## src/rtl/tpc_pkg.sv

```systemverilog
`timescale 1ns/1ps
package tpc_pkg;
    localparam int DATA_W   = 8;
    localparam int REG_AW   = 2;
    localparam int NUM_REGS = 1 << REG_AW;
    localparam int MEM_AW   = 8;
    localparam int PC_W     = 8;
    localparam int OP_W     = 3;
    localparam int INSTR_W  = OP_W + 2 * REG_AW + MEM_AW;
    localparam int RS_LSB   = MEM_AW;
    localparam int RD_LSB   = MEM_AW + REG_AW;
    localparam int OP_LSB   = MEM_AW + 2 * REG_AW;

    typedef logic [DATA_W-1:0]  data_t;
    typedef logic [REG_AW-1:0]  reg_t;
    typedef logic [MEM_AW-1:0]  addr_t;
    typedef logic [PC_W-1:0]    pc_t;
    typedef logic [INSTR_W-1:0] instr_t;

    typedef enum logic [OP_W-1:0] {
        OP_NOP = 3'd0,
        OP_LD  = 3'd1,
        OP_ST  = 3'd2,
        OP_ADD = 3'd3,
        OP_SUB = 3'd4
    } op_e;

    typedef struct packed {
        op_e   op;
        reg_t  rd;
        reg_t  rs;
        addr_t addr;
        data_t a;
        data_t b;
    } idex_t;

    typedef struct packed {
        op_e   op;
        reg_t  rd;
        addr_t addr;
        data_t val;
    } exmem_t;

    typedef struct packed {
        op_e   op;
        reg_t  rd;
        data_t val;
    } memwb_t;

    localparam idex_t  IDEX_BUBBLE = '{op: OP_NOP, rd: '0, rs: '0, addr: '0, a: '0, b: '0};
    localparam exmem_t EXMEM_IDLE  = '{op: OP_NOP, rd: '0, addr: '0, val: '0};
    localparam memwb_t MEMWB_IDLE  = '{op: OP_NOP, rd: '0, val: '0};

    function automatic op_e decode_op(input logic [OP_W-1:0] raw);
        case (raw)
            3'd1:    return OP_LD;
            3'd2:    return OP_ST;
            3'd3:    return OP_ADD;
            3'd4:    return OP_SUB;
            default: return OP_NOP;
        endcase
    endfunction

    function automatic op_e field_op(input instr_t w);
        return decode_op(w[OP_LSB +: OP_W]);
    endfunction

    function automatic reg_t field_rd(input instr_t w);
        return w[RD_LSB +: REG_AW];
    endfunction

    function automatic reg_t field_rs(input instr_t w);
        return w[RS_LSB +: REG_AW];
    endfunction

    function automatic addr_t field_addr(input instr_t w);
        return w[0 +: MEM_AW];
    endfunction

    function automatic logic is_alu(input op_e op);
        return (op == OP_ADD) || (op == OP_SUB);
    endfunction

    function automatic logic writes_reg(input op_e op);
        return (op == OP_LD) || (op == OP_ADD) || (op == OP_SUB);
    endfunction
endpackage

```

## src/rtl/tpc_fetch.sv

```systemverilog
`timescale 1ns/1ps
module tpc_fetch
    import tpc_pkg::*;
(
    input  logic   clk,
    input  logic   rst,
    input  logic   hold,
    input  instr_t fetch_word,
    output pc_t    pc,
    output instr_t id_word
);
    always_ff @(posedge clk) begin
        if (rst) begin
            pc      <= '0;
            id_word <= '0;
        end else if (!hold) begin
            pc      <= pc + 1'b1;
            id_word <= fetch_word;
        end
    end
endmodule

```

## src/rtl/tpc_hazard.sv

```systemverilog
`timescale 1ns/1ps
module tpc_hazard
    import tpc_pkg::*;
(
    input  op_e  id_op,
    input  reg_t id_rd,
    input  reg_t id_rs,
    input  op_e  ex_op,
    input  reg_t ex_rd,
    output logic stall
);
    logic reads_target;

    assign reads_target = is_alu(id_op) && ((id_rd == ex_rd) || (id_rs == ex_rd));
    assign stall        = (ex_op == OP_LD) && reads_target;
endmodule

```

## src/rtl/tpc_regfile.sv

```systemverilog
`timescale 1ns/1ps
module tpc_regfile
    import tpc_pkg::*;
#(
    parameter int N_RD = 2
) (
    input  logic  clk,
    input  logic  rst,
    input  logic  we,
    input  reg_t  waddr,
    input  data_t wdata,
    input  reg_t  raddr [N_RD],
    output data_t rdata [N_RD]
);
    data_t cells [NUM_REGS];

    always_ff @(posedge clk) begin
        if (rst) begin
            for (int k = 0; k < NUM_REGS; k++) begin
                cells[k] <= '0;
            end
        end else if (we) begin
            cells[waddr] <= wdata;
        end
    end

    // write-through: a value retiring this cycle is visible to decode now
    for (genvar g = 0; g < N_RD; g++) begin : g_port
        assign rdata[g] = (we && (waddr == raddr[g])) ? wdata : cells[raddr[g]];
    end
endmodule

```

## src/rtl/tpc_execute.sv

```systemverilog
`timescale 1ns/1ps
module tpc_execute
    import tpc_pkg::*;
(
    input  idex_t  ex,
    input  op_e    mem_op,
    input  reg_t   mem_rd,
    input  data_t  mem_val,
    input  op_e    wb_op,
    input  reg_t   wb_rd,
    input  data_t  wb_val,
    output exmem_t out
);
    localparam int N_SRC = 2;

    reg_t  src_reg [N_SRC];
    data_t src_rf  [N_SRC];
    data_t opnd    [N_SRC];

    assign src_reg[0] = ex.rd;
    assign src_reg[1] = ex.rs;
    assign src_rf[0]  = ex.a;
    assign src_rf[1]  = ex.b;

    // youngest producer wins: memory-stage ALU result, then write-back, then decode read
    for (genvar g = 0; g < N_SRC; g++) begin : g_fwd
        always_comb begin
            if (is_alu(mem_op) && (mem_rd == src_reg[g])) begin
                opnd[g] = mem_val;
            end else if (writes_reg(wb_op) && (wb_rd == src_reg[g])) begin
                opnd[g] = wb_val;
            end else begin
                opnd[g] = src_rf[g];
            end
        end
    end

    always_comb begin
        out.op   = ex.op;
        out.rd   = ex.rd;
        out.addr = ex.addr;
        case (ex.op)
            OP_ADD:  out.val = opnd[0] + opnd[1];
            OP_SUB:  out.val = opnd[0] - opnd[1];
            OP_ST:   out.val = ex.a;
            default: out.val = '0;
        endcase
    end
endmodule

```

## src/rtl/toy_pipe_core.sv

```systemverilog
`timescale 1ns/1ps
module toy_pipe_core
    import tpc_pkg::*;
(
    input  logic               clk,
    input  logic               rst,
    output logic [PC_W-1:0]    imem_addr_o,
    input  logic [INSTR_W-1:0] imem_data_i,
    output logic [MEM_AW-1:0]  dmem_addr_o,
    output logic               dmem_we_o,
    output logic [DATA_W-1:0]  dmem_wdata_o,
    input  logic [DATA_W-1:0]  dmem_rdata_i,
    output logic               retire_o
);
    instr_t id_word;
    pc_t    pc;
    logic   stall;

    op_e    id_op;
    reg_t   id_rd;
    reg_t   id_rs;
    addr_t  id_addr;

    idex_t  idex_q;
    exmem_t ex_next;
    exmem_t exmem_q;
    memwb_t memwb_q;
    data_t  mem_result;

    reg_t   rf_raddr [2];
    data_t  rf_rdata [2];
    logic   wb_we;

    // ---------------- fetch ----------------
    tpc_fetch u_fetch (
        .clk        (clk),
        .rst        (rst),
        .hold       (stall),
        .fetch_word (imem_data_i),
        .pc         (pc),
        .id_word    (id_word)
    );

    assign imem_addr_o = pc;

    // ---------------- decode ----------------
    assign id_op   = field_op(id_word);
    assign id_rd   = field_rd(id_word);
    assign id_rs   = field_rs(id_word);
    assign id_addr = field_addr(id_word);

    tpc_hazard u_hazard (
        .id_op (id_op),
        .id_rd (id_rd),
        .id_rs (id_rs),
        .ex_op (idex_q.op),
        .ex_rd (idex_q.rd),
        .stall (stall)
    );

    assign rf_raddr[0] = id_rd;
    assign rf_raddr[1] = id_rs;
    assign wb_we       = writes_reg(memwb_q.op);

    tpc_regfile #(
        .N_RD (2)
    ) u_regfile (
        .clk   (clk),
        .rst   (rst),
        .we    (wb_we),
        .waddr (memwb_q.rd),
        .wdata (memwb_q.val),
        .raddr (rf_raddr),
        .rdata (rf_rdata)
    );

    always_ff @(posedge clk) begin
        if (rst || stall) begin
            idex_q <= IDEX_BUBBLE;
        end else begin
            idex_q <= '{op: id_op, rd: id_rd, rs: id_rs, addr: id_addr,
                        a: rf_rdata[0], b: rf_rdata[1]};
        end
    end

    // ---------------- execute ----------------
    tpc_execute u_execute (
        .ex      (idex_q),
        .mem_op  (exmem_q.op),
        .mem_rd  (exmem_q.rd),
        .mem_val (exmem_q.val),
        .wb_op   (memwb_q.op),
        .wb_rd   (memwb_q.rd),
        .wb_val  (memwb_q.val),
        .out     (ex_next)
    );

    always_ff @(posedge clk) begin
        if (rst) begin
            exmem_q <= EXMEM_IDLE;
        end else begin
            exmem_q <= ex_next;
        end
    end

    // ---------------- memory access ----------------
    assign dmem_addr_o  = exmem_q.addr;
    assign dmem_we_o    = (exmem_q.op == OP_ST);
    assign dmem_wdata_o = exmem_q.val;
    assign mem_result   = (exmem_q.op == OP_LD) ? dmem_rdata_i : exmem_q.val;

    always_ff @(posedge clk) begin
        if (rst) begin
            memwb_q <= MEMWB_IDLE;
        end else begin
            memwb_q <= '{op: exmem_q.op, rd: exmem_q.rd, val: mem_result};
        end
    end

    // ---------------- write-back ----------------
    assign retire_o = (memwb_q.op != OP_NOP);
endmodule

```

## config.mk

```make
export PLATFORM = sky130hd
export DESIGN_NAME = toy_pipe_core
export DESIGN_NICKNAME = d
export VERILOG_FILES = /design/src/rtl/tpc_pkg.sv /design/src/rtl/tpc_fetch.sv /design/src/rtl/tpc_hazard.sv /design/src/rtl/tpc_regfile.sv /design/src/rtl/tpc_execute.sv /design/src/rtl/toy_pipe_core.sv
export SDC_FILE = /design/constraint.sdc
export NUM_CORES = 1
export LEC_CHECK = 0
export ABC_AREA = 1
export CAP_MARGIN = 20
export CELL_PAD_IN_SITES_DETAIL_PLACEMENT = 0
export CELL_PAD_IN_SITES_GLOBAL_PLACEMENT = 1
export CORE_MARGIN = 4
export CORE_UTILIZATION = 51
export CTS_BUF_LIST = sky130_fd_sc_hd__clkbuf_16
export CTS_CLUSTER_DIAMETER = 40
export DETAILED_ROUTE_END_ITERATION = 12
export DONT_BUFFER_PORTS = 1
export GPL_ROUTABILITY_DRIVEN = 0
export GPL_TIMING_DRIVEN = 1
export HOLD_SLACK_MARGIN = 0.03
export PLACE_DENSITY_LB_ADDON = 0.1
export RECOVER_POWER = 50
export SLEW_MARGIN = 30
export SYNTH_ARGS = -nofsm -noshare
export SYNTH_HDL_FRONTEND = slang
export SYNTH_SLANG_ARGS = --single-unit
```

## constraint.sdc

```tcl
create_clock -name clk -period 8.2 [get_ports clk]
set_input_delay 0.41 -clock clk [delete_from_list [all_inputs] [get_ports clk]]
set_output_delay 0.41 -clock clk [all_outputs]
set_load 0.02 [all_outputs]
```

==> results of run 1 <==
==> kinds of logic after synthesis <==
logic type      synth area share
simple gates              0.2091
xor+xnor                 0.02110
compound gates            0.1626
buf+inv                   0.1137
fa+ha+maj                0.02498
flops                     0.4686
==> sequential cells by signal, indices dropped and copies added (netlist names) <==
signal,flops
dmem_addr_o,8
u_fetch.pc,8
u_fetch.id_word,15
idex_q,31
dmem_wdata_o,8
memwb_q,13
exmem_q,5
u_regfile.cells,32
==> final timing paths <==
path / slack (ps) / startpoint / endpoint
setup / recovery: 4350 / memwb_q[11]$_SDFF_PP0_ / dmem_wdata_o[6]$_SDFF_PP0_
hold / removal: 60 / rst / u_fetch.id_word[11]$_SDFFE_PP0N_
setup reg to reg: 4350 / memwb_q[11]$_SDFF_PP0_ / dmem_wdata_o[6]$_SDFF_PP0_
hold reg to reg: 400 / idex_q[19]$_SDFF_PP0_ / dmem_addr_o[3]$_SDFF_PP0_
==> worst max-delay path: cells and delay by family, from the launching register on <==
family / cells / cell delay [ps]
AO/OA/AOI/OAI: 6 / 820
adder cells (fa/ha/maj): 2 / 390
buffers and inverters: 5 / 530
flip-flops: 1 / 300
AND/OR/NAND/NOR: 7 / 1720
==> report_power, final <==
part / leakage (nW) / switching [mW] / total [mW] / internal [mW]
registers: 1.05 / 0.0237 / 0.658 / 0.634
clock network: 0.302 / 0.267 / 0.752 / 0.485
logic: 1.22 / 0.110 / 0.173 / 0.0630
total: 2.58 / 0.400 / 1.58 / 1.18
==> layer usage <==
metal	share of wire	routed length (um)
met5	0	0
met2	0.45	6212
met3	0.059	815
met1	0.47	6508
met4	0.015	211
==> layout by cell type, fill, tap and decap left out, types with 2 or more instances in the layout <==
cell type	count
nor2_1	90
dfxtp_1	88
o22ai_1	4
a21oi_1	67
xnor2_1	4
clkinv_1	5
edfxtp_1	32
o211ai_1	16
o21ai_2	3
clkbuf_16	21
a31oi_1	13
ha_1	10
xor2_1	10
inv_2	2
nand2_1	130
nand3b_1	2
o21ai_1	5
inv_1	99
nor3_1	13
a311oi_1	4
buf_4	3
inv_6	2
o31ai_1	2
o21a_1	2
nand2_2	5
o21ai_0	46
nand3_1	38
==> final cells by class <==
cell class              instances  area share
multi-input cells             475      0.3803
well taps                     140     0.02773
inverters                     101     0.06002
repair buffers                  4    0.004160
flip-flops and latches        120      0.4311
clock buffers                  21     0.08320
clock inverters                11     0.01347
==> synthesized netlist by cell type (all sizes together) <==
master | count | area, um2
clkbuf | 17 | 68.81
or2 | 1 | 6.260
nor2 | 91 | 372.9
fa | 1 | 20.02
o21ai | 54 | 281.5
nand3 | 38 | 190.2
xnor2 | 4 | 35.03
a21oi | 68 | 344.1
ha | 10 | 125.1
and2 | 1 | 6.260
nand3b | 2 | 15.01
nor4 | 1 | 6.260
nand4 | 1 | 6.260
a31oi | 13 | 81.33
xor2 | 10 | 87.58
o21a | 2 | 15.01
nand2 | 136 | 540.5
nor3 | 13 | 65.06
edfxtp | 32 | 960.9
inv | 101 | 379.1
and3 | 1 | 6.260
dfxtp | 88 | 1762
o211ai | 17 | 132.6
o31ai | 2 | 15.01
o22ai | 4 | 25.02
buf | 32 | 212.7
a311oi | 4 | 35.03
o2111ai | 1 | 15.01
==> per-stage QoR <==
step                      cell area [um2]  instances  worst slack, ps
after detailed placement             5734        840             4818
after global placement               5734        840             4883
after CTS                            6345        872             4808
after floorplan                      5811        745             5345
final                                6316        872             4351
after global routing                 6316        872             3912
==> impl_summary.md, run 1 <==
Outcome
The run finished with clean final reports.

Yosys
The number of distinct library cell variants in the gate-level netlist after synthesis is 41. The post-synthesis cell count is 745. During synthesis, Yosys emitted a total of 0 warnings. A synthesized cell averages 7.799 um2. The mapped netlist covers 5811 um2. For this run, the register share of the synthesized area comes to 0.4686. The number of nets handed over by synthesis was 781. The number of flip-flops and latches in the synthesized netlist is 120.

Clock network
After clock tree synthesis, the clock-pin slew on the worst setup and hold paths is 60 ps. In this run the post-CTS setup repair buffer count came out at 0. The TritonCTS buffer count is 17. The number of hold buffers added after cts is 0. The count of clock tree sinks is 120. TritonCTS built the clock tree. The maximum level of the CTS H-tree is 4. The count of cells resized by post-cts repair is 0. The later pin in the worst-skew pair is clocked with a latency of 420 ps. Counting along the longest clock path gives a buffer depth of 2.

The cell chosen for the clock root is clkbuf_16.

Power
After layout, the design draws a total of 1.583 mW. The static leakage is 2.576 nW. IR analysis of the VDD net gives a maximum drop of 0.1591 mV. In this run the power density over the cells is 250.6 nW/um2.

Route
The pre-antenna-repair detailed-routing pass consisted of 5 iterations. Summed over all layers, the routed wires come to 13.75 mm. The detail-routed net length per standard cell is 15.76 um.

For this run, design rule violations remaining after detail routing come to 0. The count of vias placed by the detailed router is 4698. The count of routing violations after the opening detailed-route iteration is 332. In this run the remaining antenna-violating nets after routing total 0.

In the routed layout, each cell is associated on average with a via count of 5.388.

STA
The final-report hold violation count is 0. Setup violations remaining at the end of the flow were counted as 0. Adding up every negative setup slack in the final design gives 0 ps.

Measured against its own limit, the worst slew margin works out to 0.2883. The final-report max-slew violation count is 0. The minimum period implied by the final worst setup slack is 3849 ps. In the finished design, the share of the clock period the worst path needs comes to 0.4693.

The highest clock rate is 259.8 MHz. Final hold analysis gives a worst-case slack of 64.60 ps. The clock skew after layout is 6.327 ps. For the pin with the worst max-slew slack, the measured transition is 1064 ps. Setup repair after global routing left no endpoint under its margin.

Floorplan
The floorplan step defined a die boundary enclosing 13170 um2. The initial utilization of the core area, before any placement, comes to 0.5290. In this run the core area contains 38 standard-cell rows. The vertical extent of the die is 114.7 um. The I/O pin total is 51. The placeable core region is 10980 um2. The overall die width is 114.7 um.

Critical path
The worst setup path is launched from a flip-flop. For the worst setup path, the data arrival time is 4200 ps. The largest stage delay on the critical path is 790 ps. The critical path in this run is classified as flip-flop to flip-flop. The highest fanout seen on the critical path is 15. The required time at the worst-slack endpoint is 8550 ps. The count of cells along the worst register-to-register path is 20.

The signal on the critical path passes through nor2_1, nor2_1, nor2_1, nand2_1, inv_1, o21ai_0, a21oi_1, a21oi_1, ha_1, inv_1, fa_1, inv_1, o31ai_1, inv_1, nor2_1, inv_1, o21ai_0, or2_2, nand3_1, a21oi_1. The cell seen most often among critical-path stages is inv_1. The cell with the largest stage delay on the worst path is nor2_1.

STA classifies the critical path endpoint as a flip-flop.

Global routing
The met3 usage in global routing is 0.06316. Entering global routing, the biggest net connects 47 pins. The global routing usage summed across all routing layers is 0.2185.

The number of global-route vias before repair was 4481. The number of antenna violations at the first check in global routing is 0. The global routing stage identified its most utilized layer as met2. The final global-route overflow total is 0. For met2 alone, demand over resource in global routing was 0.3279.

The global-route wire length before repair is 22.22 mm. The met1 track demand over resource in global routing is 0.2995.

Placed design
The number of port buffers is 0. Detailed placement ended at an HPWL of 9.834 mm.

Min path
The number of cells traversed by the worst hold path is 1. The tightest min-delay check is of the primary input to flip-flop type.

Final layout
Once layout is complete, the utilization of the core stands at 0.5751. From synthesis to final layout, the design area changed by 8.699%. The register area is 2723 um2. The final antenna diode count is 0.

The filler cells instantiated in the layout total 1032. The final layout contains 755 nets. The share of post-route cells with drive strength above 1 is 0.06284.

The multi-input combinational cells in the finished layout cover a total of 2402 um2.

Run
The number of maximum-capacitance constraint violations is 0.
Note: power is estimated with default switching activity, not from simulation.
==> inputs of run 2 (changes only) <==
--- a/config.mk
+++ b/config.mk
@@ -10,7 +10,7 @@
 export CELL_PAD_IN_SITES_DETAIL_PLACEMENT = 0
 export CELL_PAD_IN_SITES_GLOBAL_PLACEMENT = 1
 export CORE_MARGIN = 4
-export CORE_UTILIZATION = 51
+export CORE_UTILIZATION = 47
 export CTS_BUF_LIST = sky130_fd_sc_hd__clkbuf_16
 export CTS_CLUSTER_DIAMETER = 40
 export DETAILED_ROUTE_END_ITERATION = 12
==> constraint.sdc (replaced) <==
create_clock -name clk -period 3.93 [get_ports clk]
set_input_delay 0.1965 -clock clk [delete_from_list [all_inputs] [get_ports clk]]
set_output_delay 0.1965 -clock clk [all_outputs]
set_load 0.02 [all_outputs]
==> run 2 against run 1 <==
  * Clock power is 110% higher
  * Core utilization is 2.9 points lower
  * Combinational power is 130% higher
  * Worst setup slack worse by 3800 ps
  * Critical endpoint is now dmem_wdata_o[7]$_SDFF_PP0_
  * Non-clock buffer count is 23 higher
  * Sequential share of layout area is 1.8 points lower
==> impl_summary.md, run 2 (synthesis gave the netlist of run 1 again) <==
Critical path
The largest stage delay on the critical path is 410 ps. Traced cell by cell, the critical path runs through inv_1, nand3_1, nand2_1, nand2_1, inv_1, nand2_1, nand2_2, ha_1, and2_1, nand2_1, o21ai_1, xnor2_1, ha_1, a21oi_1, o31ai_1, a21oi_1, nand3_1, nand2_1, inv_1, nand2_1, nand3_1, a21oi_1. The worst setup path is launched from a flip-flop. In this run the worst path has a maximum fanout of 14. The cell seen most often among critical-path stages is nand2_1. The cell with the largest stage delay on the worst path is nand2_1.

The type of the worst setup path is flip-flop to flip-flop. STA puts the critical path data arrival time at 3680 ps. The endpoint type of the worst setup path is a flip-flop. The required time at the worst-slack endpoint is 4270 ps.

Final layout
The largest register by flop count is u_regfile.cells. The number of antenna diodes in the final layout is 0. The share of post-route cells with drive strength above 1 is 0.07020. The top cell types in the final layout, fill and taps aside, are nand2_1, inv_1, nor2_1.

The flip-flop count of the largest register after layout is 32. Leaving out fill and tap cells, the most frequent cell in the layout is nand2_1. The layout-stage area growth over the synthesis result is 13.31%. After the last flow step, the layout net total stands at 778. The largest registers in the layout are u_regfile.cells: 32 flops, idex_q: 31 flops, u_fetch.id_word: 15 flops. With fillers left out, the area of the finished cells amounts to 6584 um2.

Route
The iteration count of the initial detailed-routing pass is 5. The remaining number of nets flagged by the antenna check after routing is 0. After detailed routing, the total wire length is 13.83 mm. The detailed router finished its first iteration with 385 violations. In the routed design, unresolved DRC markers number 0. In the routed layout, each cell is associated on average with a via count of 5.128. After detailed routing, the average wire length per cell comes to 14.98 um.

The count of vias placed by the detailed router is 4733.

Floorplan
The die area is 14210 um2. The vertical extent of the die is 119.2 um. The placeable core region is 12060 um2. The I/O pin total is 51. In this run the horizontal extent of the chip is 119.2 um. The effective utilization at floorplan is 0.4817. The floorplan has 40 rows.

Global routing
For this run, the total global-route usage over all layers was measured as 0.2033. The final global-route overflow total is 0. The number of antenna violations at the first check in global routing is 0. The number of global-route vias before repair is 4450.

The largest net degree at the start of global routing is 45. The global-route wire length before repair is 22.94 mm.

Placed design
The post-DP HPWL is 9.819 mm. The number of port buffers is 0. After detailed placement, the total cell area comes to 5792 um2.

Clock network
Post-CTS repair changed the size of 0 cells. The clock passes through at most 2 buffers. The clock transition at the registers of the reported paths is 60 ps. The CTS tree is built.

Clock tree synthesis selected as its root buffer the cell clkbuf_16. The maximum level of the CTS H-tree is 4. In this run the post-CTS setup repair buffer count came out at 0. The count of clock tree sinks is 120. The number of hold buffers added after cts is 20.

The clock insertion delay at the later pin of the skew report is 410 ps. The number of clock buffers added by TritonCTS is 17.

STA
The final-report hold violation count is 0. The clock skew after layout is 13.58 ps. The sum of negative setup slack is 0 ps. The number of setup violations in the final report is 0. Setup repair after global routing left no endpoint under its margin. In the finished design, the share of the clock period the worst path needs comes to 0.8490. The minimum period implied by the final worst setup slack is 3336 ps. The highest clock rate is 299.7 MHz. For the pin with the worst max-slew slack, the measured transition is 817.2 ps. The final-report max-slew violation count is 0. The relative slew slack is 0.4545.

Min path
The type of the tightest min-delay check is primary input to flip-flop.

Power
The areal power density over the cells is 508.3 nW/um2. Across the VDD grid, the largest voltage drop is 0.3808 mV. In this run the static leakage power is 2.688 nW.

Run
The number of maximum-capacitance constraint violations is 0.

Outcome
The flow ran to the end, and the final reports show no timing, DRC or antenna violations.
-- run 2: cell type report --
class,count,area (um2)
clock buffer,18,450.4
clock inverter,14,152.6
fill,1171,5478
inverter,101,379.1
multi-input combinational,475,2410
sequential,120,2723
tap,168,210.2
timing repair buffer,27,259.0
-- run 2: layer usage --
layer	wire (um)	vias up	GRT usage	share of wire
met5	0	-	0	0
met4	76	0	0.06517	0.0055
met3	785	14	0.04938	0.057
met2	6271	133	0.3041	0.45
met1	6692	2166	0.2890	0.48
li1	-	2420	-	-
-- run 2: critical path, delay by kind of cell (launching register included) --
kind,cells,cell delay (ps)
AND/OR/NAND/NOR,11,1270
AO/OA/AOI/OAI,5,650
adder cells (fa/ha/maj),2,540
flip-flops,1,360
buffers and inverters,3,300
XOR/XNOR,1,140
-- run 2: worst paths after layout --
kind                                from                          to  slack, ps  cells after the start
hold / removal                       rst  u_fetch.pc[7]$_SDFFE_PP0N_         60                      3
setup / recovery  exmem_q[18]$_SDFF_PP0_  dmem_wdata_o[7]$_SDFF_PP0_        590                     22
setup reg to reg  exmem_q[18]$_SDFF_PP0_  dmem_wdata_o[7]$_SDFF_PP0_        590                     22
hold reg to reg    idex_q[22]$_SDFF_PP0_   dmem_addr_o[6]$_SDFF_PP0_        400                      2
-- run 2: per-stage QoR --
stage	total power, mW	hold slack [ps]	util	instances	setup WS [ps]
5_1_grt	3.500	66.14	0.5459	923	252.7
4_1_cts	3.371	38.74	0.5476	923	600.5
3_5_place_dp	1.760	275.9	0.4802	871	623.1
2_1_floorplan	1.691	299.6	-	745	1075
3_3_place_gp	1.756	275.4	0.4802	871	718.1
6_report	3.346	55.05	0.5459	923	593.6
-- run 2: power by group --
part           leakage [nW]  internal, mW  total, mW  switching, mW
registers              1.05          1.32       1.37         0.0450
clock network         0.310          1.03       1.58          0.557
logic                  1.33         0.148      0.395          0.247
total                  2.69          2.50       3.35          0.849
